===== config.mk =====
export PLATFORM = sky130hd
export DESIGN_NAME = hs_xfer_ctrl
export DESIGN_NICKNAME = d
export VERILOG_FILES = /design/src/rtl/hs_pkg.sv /design/src/rtl/hs_sync2.sv /design/src/rtl/hs_src_fsm.sv /design/src/rtl/hs_dst_fsm.sv /design/src/rtl/hs_xfer_ctrl.sv
export SDC_FILE = /design/constraint.sdc
export NUM_CORES = 1
export LEC_CHECK = 0
export ABC_AREA = 1
export BUFFER_PORTS_ARGS = -buffer_cell sky130_fd_sc_hd__buf_4
export CORE_MARGIN = 4
export CORE_UTILIZATION = 55
export DETAILED_ROUTE_END_ITERATION = 8
export GPL_ROUTABILITY_DRIVEN = 0
export PLACE_DENSITY = 0.76
export SLEW_MARGIN = 40
export SYNTH_ARGS = -nofsm -noshare
export SYNTH_HDL_FRONTEND = slang
export SYNTH_SLANG_ARGS = --single-unit

===== constraint.sdc =====
create_clock -name clk -period 4.6 [get_ports clk]
set_input_delay 0.69 -clock clk [delete_from_list [all_inputs] [get_ports clk]]
set_output_delay 0.69 -clock clk [all_outputs]
set_load 0.1 [all_outputs]

===== src/rtl/hs_pkg.sv =====
package hs_pkg;

    typedef enum logic [2:0] {
        S_IDLE  = 3'd0,
        S_WRDY  = 3'd1,
        S_LOAD  = 3'd2,
        S_VALID = 3'd3,
        S_REL   = 3'd4
    } src_state_e;

    typedef enum logic [1:0] {
        D_IDLE  = 2'd0,
        D_READY = 2'd1,
        D_ACC   = 2'd2,
        D_DRAIN = 2'd3
    } dst_state_e;

endpackage


===== src/rtl/hs_sync2.sv =====
module hs_sync2 #(
    parameter int STAGES = 2
) (
    input  logic clk,
    input  logic rst_n,
    input  logic d_i,
    output logic q_o
);
    logic [STAGES-1:0] sr_d, sr_q;

    always_comb begin
        sr_d = {sr_q[STAGES-2:0], d_i};
    end

    always_ff @(posedge clk or negedge rst_n) begin
        if (!rst_n) sr_q <= '0;
        else        sr_q <= sr_d;
    end

    assign q_o = sr_q[STAGES-1];
endmodule


===== src/rtl/hs_src_fsm.sv =====
module hs_src_fsm
    import hs_pkg::*;
#(
    parameter int W  = 8,
    parameter int CW = 8
) (
    input  logic          clk,
    input  logic          rst_n,
    input  logic          mode_i,
    input  logic [CW-1:0] limit_i,
    input  logic          send_i,
    input  logic [W-1:0]  word_i,
    input  logic          reply_s,
    output logic          busy_o,
    output logic          done_o,
    output logic          tmo_o,
    output logic [W-1:0]  tx_data_o,
    output logic          tx_valid_o
);
    localparam logic [CW-1:0] CNT_ONE = {{(CW-1){1'b0}}, 1'b1};
    localparam logic [CW-1:0] CNT_MAX = '1;

    typedef struct packed {
        src_state_e    st;
        logic          mode;
        logic [W-1:0]  word;
        logic [CW-1:0] cnt;
        logic          done;
        logic          tmo;
    } src_reg_t;

    src_reg_t q, d;
    logic waiting, advance, expired;

    always_comb begin
        d       = q;
        d.done  = 1'b0;
        d.tmo   = 1'b0;
        waiting = 1'b0;
        advance = 1'b0;
        unique case (q.st)
            S_IDLE: if (send_i) begin
                d.word  = word_i;
                d.mode  = mode_i;
                d.st    = mode_i ? S_WRDY : S_LOAD;
                advance = 1'b1;
            end
            S_WRDY: begin
                waiting = 1'b1;
                if (reply_s) begin
                    d.st    = S_LOAD;
                    advance = 1'b1;
                end
            end
            S_LOAD: begin
                d.st    = S_VALID;
                advance = 1'b1;
            end
            S_VALID: begin
                waiting = 1'b1;
                if (q.mode ? !reply_s : reply_s) begin
                    advance = 1'b1;
                    d.st    = q.mode ? S_IDLE : S_REL;
                    d.done  = q.mode;
                end
            end
            S_REL: begin
                waiting = 1'b1;
                if (!reply_s) begin
                    advance = 1'b1;
                    d.st    = S_IDLE;
                    d.done  = 1'b1;
                end
            end
            default: d.st = S_IDLE;
        endcase
        expired = waiting && !advance && (limit_i != '0) && (q.cnt >= limit_i);
        if (expired) begin
            d.st  = S_IDLE;
            d.tmo = 1'b1;
        end
        if (advance || !waiting || expired) d.cnt = '0;
        else if (q.cnt != CNT_MAX)          d.cnt = q.cnt + CNT_ONE;
    end

    always_ff @(posedge clk or negedge rst_n) begin
        if (!rst_n) q <= '{st: S_IDLE, mode: 1'b0, word: '0, cnt: '0, done: 1'b0, tmo: 1'b0};
        else        q <= d;
    end

    assign tx_valid_o = (q.st == S_VALID);
    assign tx_data_o  = (q.st == S_LOAD || q.st == S_VALID) ? q.word : '0;
    assign busy_o     = (q.st != S_IDLE);
    assign done_o     = q.done;
    assign tmo_o      = q.tmo;

    // the word is already on the bus in the cycle before valid rises
    assert_data_before_valid_R2: assert property (@(posedge clk) disable iff (!rst_n)
        $rose(tx_valid_o) |-> $stable(tx_data_o));
    // the bus holds still while valid stays high
    assert_data_held_R2: assert property (@(posedge clk) disable iff (!rst_n)
        (tx_valid_o && $past(tx_valid_o)) |-> $stable(tx_data_o));
    // in receiver-led mode valid rises only after ready was seen
    assert_valid_after_ready_R4: assert property (@(posedge clk) disable iff (!rst_n)
        ($rose(tx_valid_o) && q.mode) |-> $past(reply_s, 2));
    // a timeout is a single-cycle pulse
    assert_tmo_pulse_R9: assert property (@(posedge clk) disable iff (!rst_n)
        tmo_o |=> !tmo_o);
    // a send never both completes and times out
    assert_done_tmo_excl_R9: assert property (@(posedge clk) disable iff (!rst_n)
        !(done_o && tmo_o));
endmodule


===== src/rtl/hs_dst_fsm.sv =====
module hs_dst_fsm
    import hs_pkg::*;
#(
    parameter int W  = 8,
    parameter int CW = 8
) (
    input  logic          clk,
    input  logic          rst_n,
    input  logic          mode_i,
    input  logic [CW-1:0] limit_i,
    input  logic          want_i,
    input  logic [W-1:0]  rx_data_i,
    input  logic          valid_s,
    output logic [W-1:0]  word_o,
    output logic          got_o,
    output logic          tmo_o,
    output logic          rx_reply_o
);
    localparam logic [CW-1:0] CNT_ONE = {{(CW-1){1'b0}}, 1'b1};
    localparam logic [CW-1:0] CNT_MAX = '1;

    typedef struct packed {
        dst_state_e    st;
        logic          mode;
        logic [W-1:0]  word;
        logic [CW-1:0] cnt;
        logic          vprev;
        logic          got;
        logic          tmo;
    } dst_reg_t;

    dst_reg_t q, d;
    logic waiting, advance, expired, rise;

    always_comb begin
        d       = q;
        d.got   = 1'b0;
        d.tmo   = 1'b0;
        d.vprev = valid_s;
        rise    = valid_s && !q.vprev;
        waiting = 1'b0;
        advance = 1'b0;
        unique case (q.st)
            D_IDLE: begin
                if (mode_i) begin
                    if (want_i) begin
                        d.st    = D_READY;
                        d.mode  = 1'b1;
                        advance = 1'b1;
                    end
                end else if (rise) begin
                    d.word  = rx_data_i;
                    d.got   = 1'b1;
                    d.st    = D_ACC;
                    d.mode  = 1'b0;
                    advance = 1'b1;
                end
            end
            D_READY: begin
                waiting = 1'b1;
                if (rise) begin
                    d.word  = rx_data_i;
                    d.got   = 1'b1;
                    d.st    = D_DRAIN;
                    advance = 1'b1;
                end
            end
            D_ACC, D_DRAIN: begin
                waiting = 1'b1;
                if (!valid_s) begin
                    d.st    = D_IDLE;
                    advance = 1'b1;
                end
            end
            default: d.st = D_IDLE;
        endcase
        expired = waiting && !advance && (limit_i != '0) && (q.cnt >= limit_i);
        if (expired) begin
            d.st  = D_IDLE;
            d.tmo = 1'b1;
        end
        if (advance || !waiting || expired) d.cnt = '0;
        else if (q.cnt != CNT_MAX)          d.cnt = q.cnt + CNT_ONE;
    end

    always_ff @(posedge clk or negedge rst_n) begin
        if (!rst_n) q <= '{st: D_IDLE, mode: 1'b0, word: '0, cnt: '0, vprev: 1'b0, got: 1'b0, tmo: 1'b0};
        else        q <= d;
    end

    assign rx_reply_o = (q.st == D_READY) || (q.st == D_ACC);
    assign word_o     = q.word;
    assign got_o      = q.got;
    assign tmo_o      = q.tmo;

    // a capture follows a low-to-high change of the synchronized valid
    assert_capture_on_edge_R7: assert property (@(posedge clk) disable iff (!rst_n)
        got_o |-> ($past(valid_s) && !$past(q.vprev)));
    // in receiver-led mode ready is down once the word is taken
    assert_ready_drops_R6: assert property (@(posedge clk) disable iff (!rst_n)
        (got_o && q.mode) |-> !rx_reply_o);
    // a timeout is a single-cycle pulse, never with a capture
    assert_tmo_pulse_R9: assert property (@(posedge clk) disable iff (!rst_n)
        tmo_o |=> (!tmo_o && !got_o));
endmodule


===== src/rtl/hs_xfer_ctrl.sv =====
module hs_xfer_ctrl #(
    parameter int W      = 8,
    parameter int CW     = 8,
    parameter int STAGES = 2
) (
    input  logic          clk,
    input  logic          rst_n,
    input  logic          mode_dst_init,
    input  logic [CW-1:0] tmo_limit,
    input  logic          src_send,
    input  logic [W-1:0]  src_word,
    output logic          src_busy,
    output logic          src_done,
    output logic          src_tmo,
    output logic [W-1:0]  tx_data,
    output logic          tx_valid,
    input  logic          tx_reply,
    input  logic          dst_want,
    output logic [W-1:0]  dst_word,
    output logic          dst_got,
    output logic          dst_tmo,
    input  logic [W-1:0]  rx_data,
    input  logic          rx_valid,
    output logic          rx_reply
);
    logic reply_s, valid_s;

    hs_sync2 #(.STAGES(STAGES)) u_sync_reply (
        .clk(clk), .rst_n(rst_n), .d_i(tx_reply), .q_o(reply_s));

    hs_sync2 #(.STAGES(STAGES)) u_sync_valid (
        .clk(clk), .rst_n(rst_n), .d_i(rx_valid), .q_o(valid_s));

    hs_src_fsm #(.W(W), .CW(CW)) u_src (
        .clk(clk), .rst_n(rst_n), .mode_i(mode_dst_init), .limit_i(tmo_limit),
        .send_i(src_send), .word_i(src_word), .reply_s(reply_s),
        .busy_o(src_busy), .done_o(src_done), .tmo_o(src_tmo),
        .tx_data_o(tx_data), .tx_valid_o(tx_valid));

    hs_dst_fsm #(.W(W), .CW(CW)) u_dst (
        .clk(clk), .rst_n(rst_n), .mode_i(mode_dst_init), .limit_i(tmo_limit),
        .want_i(dst_want), .rx_data_i(rx_data), .valid_s(valid_s),
        .word_o(dst_word), .got_o(dst_got), .tmo_o(dst_tmo), .rx_reply_o(rx_reply));
endmodule


# After elaboration in Yosys (flattened, before gate mapping)
# Cells that the tools add are included.
# totals
ff_bits	47
word_cells	113
# op_classes
n_addsub	2
n_lt_le_gt_ge	2
eq_ne	20
mux	42
reduce_logical	33
# op_table
operator	n
2-to-1 mux 8 bit	7
2-to-1 mux 3 bit	7
adder 8 x 1 -> 8 bit (second input constant)	2
>= comparator 8 bit	2
!= test 8 bit (second input constant)	2
case mux 8 bit (2 select lines)	1
2-to-1 mux 1 bit	15
case mux 3 bit (5 select lines)	1
2-to-1 mux 12 bit	1
!= test 3 x 2 -> 1 bit (second input constant)	4
AND reduction 4 bit	3
2-to-1 mux 11 bit	1
2-to-1 mux 2 bit	4
nonzero test 8 bit	1
logical AND 1 bit	7
== test 3 x 2 -> 1 bit (second input constant)	2
logical NOT 1 bit	6
logical OR 1 bit	6
!= test 3 x 1 -> 1 bit (second input constant)	2
case mux 2 bit (3 select lines)	1
nonzero test 2 bit	3
OR reduction 3 bit	2
case mux 1 bit (5 select lines)	1
== test 2 bit (second input constant)	2
other kinds (14)	16

# Logic depth before layout (Yosys ltp)
# logic_depth
depth_word	11
depth_mapped	12

# Cells and area by module
# A second synthesis with hierarchy kept.
# unflattened
hier_cells	370
area_unflattened_um2	2931.6
# by_module_without_submodules
mod	n_inst	cells_per_inst	area_each_um2	seq_area_each_um2
hs_src_fsm	1	192	1422.6	550.5
hs_dst_fsm	1	174	1408.9	525.5
hs_sync2	2	2	50.0	50.0

# Worst setup path after synthesis
# No wires, ideal clock.
# synth_path
path_kind	register to output
startpoint	reg u_src.q[20] (netlist bit)
endpoint	out tx_data[0]
arrival_time_ns	1.981
required_time_ns	3.910
slack_ns	1.929
path_stages_with_launch	5
path_buffers	0
cell_sequence	dfrtp_1 inv_1 nor2_1 inv_1 nor2_1
# synth_via
elab_chain_len	3
elab_cells_between_ends	4
classes_between	eq/ne (2); mux (1); reduce/logical (1)
# synth_rtl
item	line_no	text
from (decl)	hs_src_fsm.sv:32	src_reg_t q, d;
from (signal assigned)	hs_src_fsm.sv:87	if (!rst_n) q <= '{st: S_IDLE, mode: 1'b0, word: '0, cnt: '0, done: 1'b0, tmo: 1'b0};
== test 3 x 2 -> 1 bit	hs_src_fsm.sv:92	assign tx_data_o = (q.st == S_LOAD || q.st == S_VALID) ? q.word : '0;
logical OR 1 bit *	hs_src_fsm.sv:92	
2-to-1 mux 8 bit *	hs_src_fsm.sv:92	
to (decl)	hs_xfer_ctrl.sv:15	output logic [W-1:0] tx_data,
# Every way passes the cells marked *; elsewhere a longest branch is shown, timed or not.

# Worst setup path in the final report
# Same ends and word-level chain as after synthesis.

==> flow_summary.json <==
{
  "synth_top_area_cell": "dfrtp_1",
  "fillers": 390,
  "grt_pass1_wl_um": 9090,
  "ctsRootBufferMaster": "clkbuf_8",
  "min_path_cells": 0,
  "fin_ws_ns": 2.35,
  "placed_cell_area_um2": 3210,
  "diodes": 0,
  "dr.first_iter.drc_count": 108,
  "slowest_delay_ns": 0.43,
  "route.met3.wl_um": 157,
  "synthToLayoutAreaGrowth_pct": 18.6,
  "cts_tree": "done",
  "r2r_start": "u_dst.q[21]$_DFFE_PN0P_",
  "r2r_end": "u_dst.word_o[7]$_DFFE_PN0P_",
  "syn_inst": 345,
  "skew_ns": 0.0115,
  "grt_start_max_net_pins": 48,
  "cp_top_family": "buffers and inverters",
  "avgViaCountPerCell": 4.90,
  "final_cell_area_um2": 3320,
  "min_path_type": "register to register",
  "min_period_ns": 2.25,
  "power.density_nw_per_um2": 681,
  "drt_pre_antenna_iters": 4,
  "fin_setup_tns_ns": 0,
  "start_kind": "register",
  "crit_chain": "inv_1 > nor2_1 > inv_1 > nor2_1 > buf_4",
  "total_power_mw": 2.26,
  "syn_nets": 399,
  "cts.hold.buffers_added": 0,
  "synthArstFlopShare_pct": 100,
  "synth.distinct_cells": 32,
  "cp_data_arrival_time_ns": 1.56,
  "synth_edf_count": 0,
  "grt_use_total_pct": 18.4,
  "rsz0062_at_grt": "no",
  "fin_crit_sh_pct": 49.0,
  "synth_seq_cells": 47,
  "place_ws_ns": 2.61,
  "drive_gt1_share_pct": 23.5,
  "insertion_delay_ns": 0.31,
  "syn_area_um2": 2800,
  "postSynthAreaPerCell_um2": 8.12,
  "yosys_warnings": 0,
  "holdPathEnd": "u_sync_valid.sr_q[1]$_DFF_PN0_",
  "path_buf_inv": 3,
  "start_util_pct": 58.2,
  "crit_type": "register to output port",
  "highest_layer": "met4",
  "max_freq_mhz": 444,
  "drv_slew": 0,
  "hold_viol": 0,
  "tightest_slew_ns": 0.596,
  "die_w_um": 79.4,
  "die_y_um": 79.4,
  "setup_violations": 0,
  "min-delay-start": "u_sync_valid.sr_q[0]$_DFF_PN0_",
  "core_area_um2": 4820,
  "regArea_um2": 1180,
  "wl_met1_um": 2540,
  "post-cts-setup-buffers": 0,
  "crit_cells": 5,
  "dieArea_um2": 6300,
  "numCtsBuffers": 5,
  "ctsResizeCount": 0,
  "synth_top_area_share_pct": 42.0,
  "num_rows": 25,
  "drv_cap": 0,
  "multi_input_area_um2": 1330,
  "dpl.hpwl_um": 4190,
  "wl_um": 5520,
  "synthFlopType": "dfrtp_1",
  "grt_pass1_vias": 2132,
  "nets": 449,
  "p_leak_nw": 1.84,
  "port_buffers": 53,
  "clk_path_buf_depth": 2,
  "cp.required_ns": 3.91,
  "path_clk_slew_ns": 0.10,
  "worstPathMaxFanout": 8,
  "cts.sinks": 47,
  "setup.worst_path.end_class": "output port",
  "fin_util_pct": 69.0,
  "num_io_pins": 54,
  "outcome": "finished clean",
  "vias": 2267,
  "ant_nets": 0,
  "ys_seq_area_share_pct": 42.0,
  "r2r_setup_slack_ns": 2.92,
  "wire_per_inst_um": 11.9,
  "wl_met2_um": 2700,
  "cp_slowest_cell": "dfrtp_1",
  "synth_area_leaders": "dfrtp_1 (42%), ha_1 (10%), nand2_1 (9.1%)",
  "antenna_found_initial": 0,
  "r2r_cells": 6,
  "overflow": 0,
  "peakVddDrop_uv": 684,
  "drc": 0,
  "slew_headroom_pct": 60.3,
  "htree_levels": 2
}
## worst max-delay path by stage
stage | start | to | slack, ns
after floorplan | u_src.q[20]$_DFFE_PN0P_ | tx_data[0] | 1.93
after global placement | tmo_limit[7] | u_src.q[6]$_DFFE_PN0P_ | 2.65
after detailed placement | tmo_limit[1] | u_dst.q[10]$_DFFE_PN0P_ | 2.61
after CTS | u_src.q[20]$_DFFE_PN0P_ | tx_data[0] | 2.32
after global routing | u_src.q[20]$_DFFE_PN0P_ | tx_data[0] | 2.18
final | u_src.q[20]$_DFFE_PN0P_ | tx_data[0] | 2.35
## stage by stage
step / hold WS [ns] / instances
after floorplan: 0.331 / 345
after global placement: 0.333 / 455
after detailed placement: 0.336 / 455
after CTS: 0.359 / 463
after global routing: 0.381 / 463
final: 0.356 / 463
## cell families (layout without fill, tap and decap cells)
group,after synthesis,count (layout),share of synthesized area [%]
multiplexers,8,8,3.21
adder cells (fa/ha/maj),23,23,10.3
XOR/XNOR,2,2,0.625
buffers and inverters,70,121,10.8
flip-flops,47,47,42.0
AO/OA/AOI/OAI,38,38,7.23
AND/OR/NAND/NOR,157,157,25.9
## final cells by class
type / count / share of cell area, %
Clock buffer: 5 / 2.07
Clock inverter: 3 / 1.43
Inverter: 60 / 6.77
Sequential cell: 47 / 35.4
Multi-Input combinational cell: 228 / 39.9
Timing Repair Buffer: 53 / 12.0
Tap cell: 67 / 2.52
## synthesized netlist by cell type (2+ instances only)
cell type,number
o21ai_0,21
a21oi_1,10
o21ai_1,2
dfrtp_1,47
buf_4,8
nand3_1,15
nand2_1,68
nand3b_1,2
mux2_2,8
xor2_1,2
nand4_1,6
nor2_4,2
nor2_1,42
nand4_2,2
ha_1,23
nand2_2,4
nor2_2,9
inv_1,57
and3_1,2
inv_2,3
## flip-flops by register name (all words and copies together), names as in the netlist
signal / cells
u_sync_valid.sr_q: 2
u_dst.q: 11
u_src.tmo_o: 1
u_dst.got_o: 1
u_dst.word_o: 8
u_dst.tmo_o: 1
u_sync_reply.sr_q: 2
u_src.q: 20
u_src.done_o: 1
## cells in the final DEF, fill, tap and decap left out, drive strengths merged, types with 5 or more instances in the layout
cell	count
a21oi	11
buf	53
clkbuf	5
dfrtp	47
ha	23
inv	61
mux2	8
nand2	73
nand3	16
nand4	8
nor2	53
o21ai	23
## metal layers
layer,up-vias,GRT usage [%]
met3,12,3.84
met2,32,31.6
li1,1183,-
met1,1040,22.8
met4,0,6.53
met5,-,0
## worst reg2reg max path, cell delays in order, from the launching register on
cell     delay (ns)
dfrtp_1        0.42
inv_1          0.08
ha_1           0.26
nor2_1         0.20
a21oi_2        0.06
nand2_2        0.18
mux2_2         0.36
## power breakdown
| group | switching (mW) | internal (mW) |
|---|---|---|
| clock | 0.153 | 0.165 |
| sequential | 0.0829 | 0.534 |
| combinational | 1.00 | 0.330 |
Note: power is estimated with default switching activity, not from simulation.
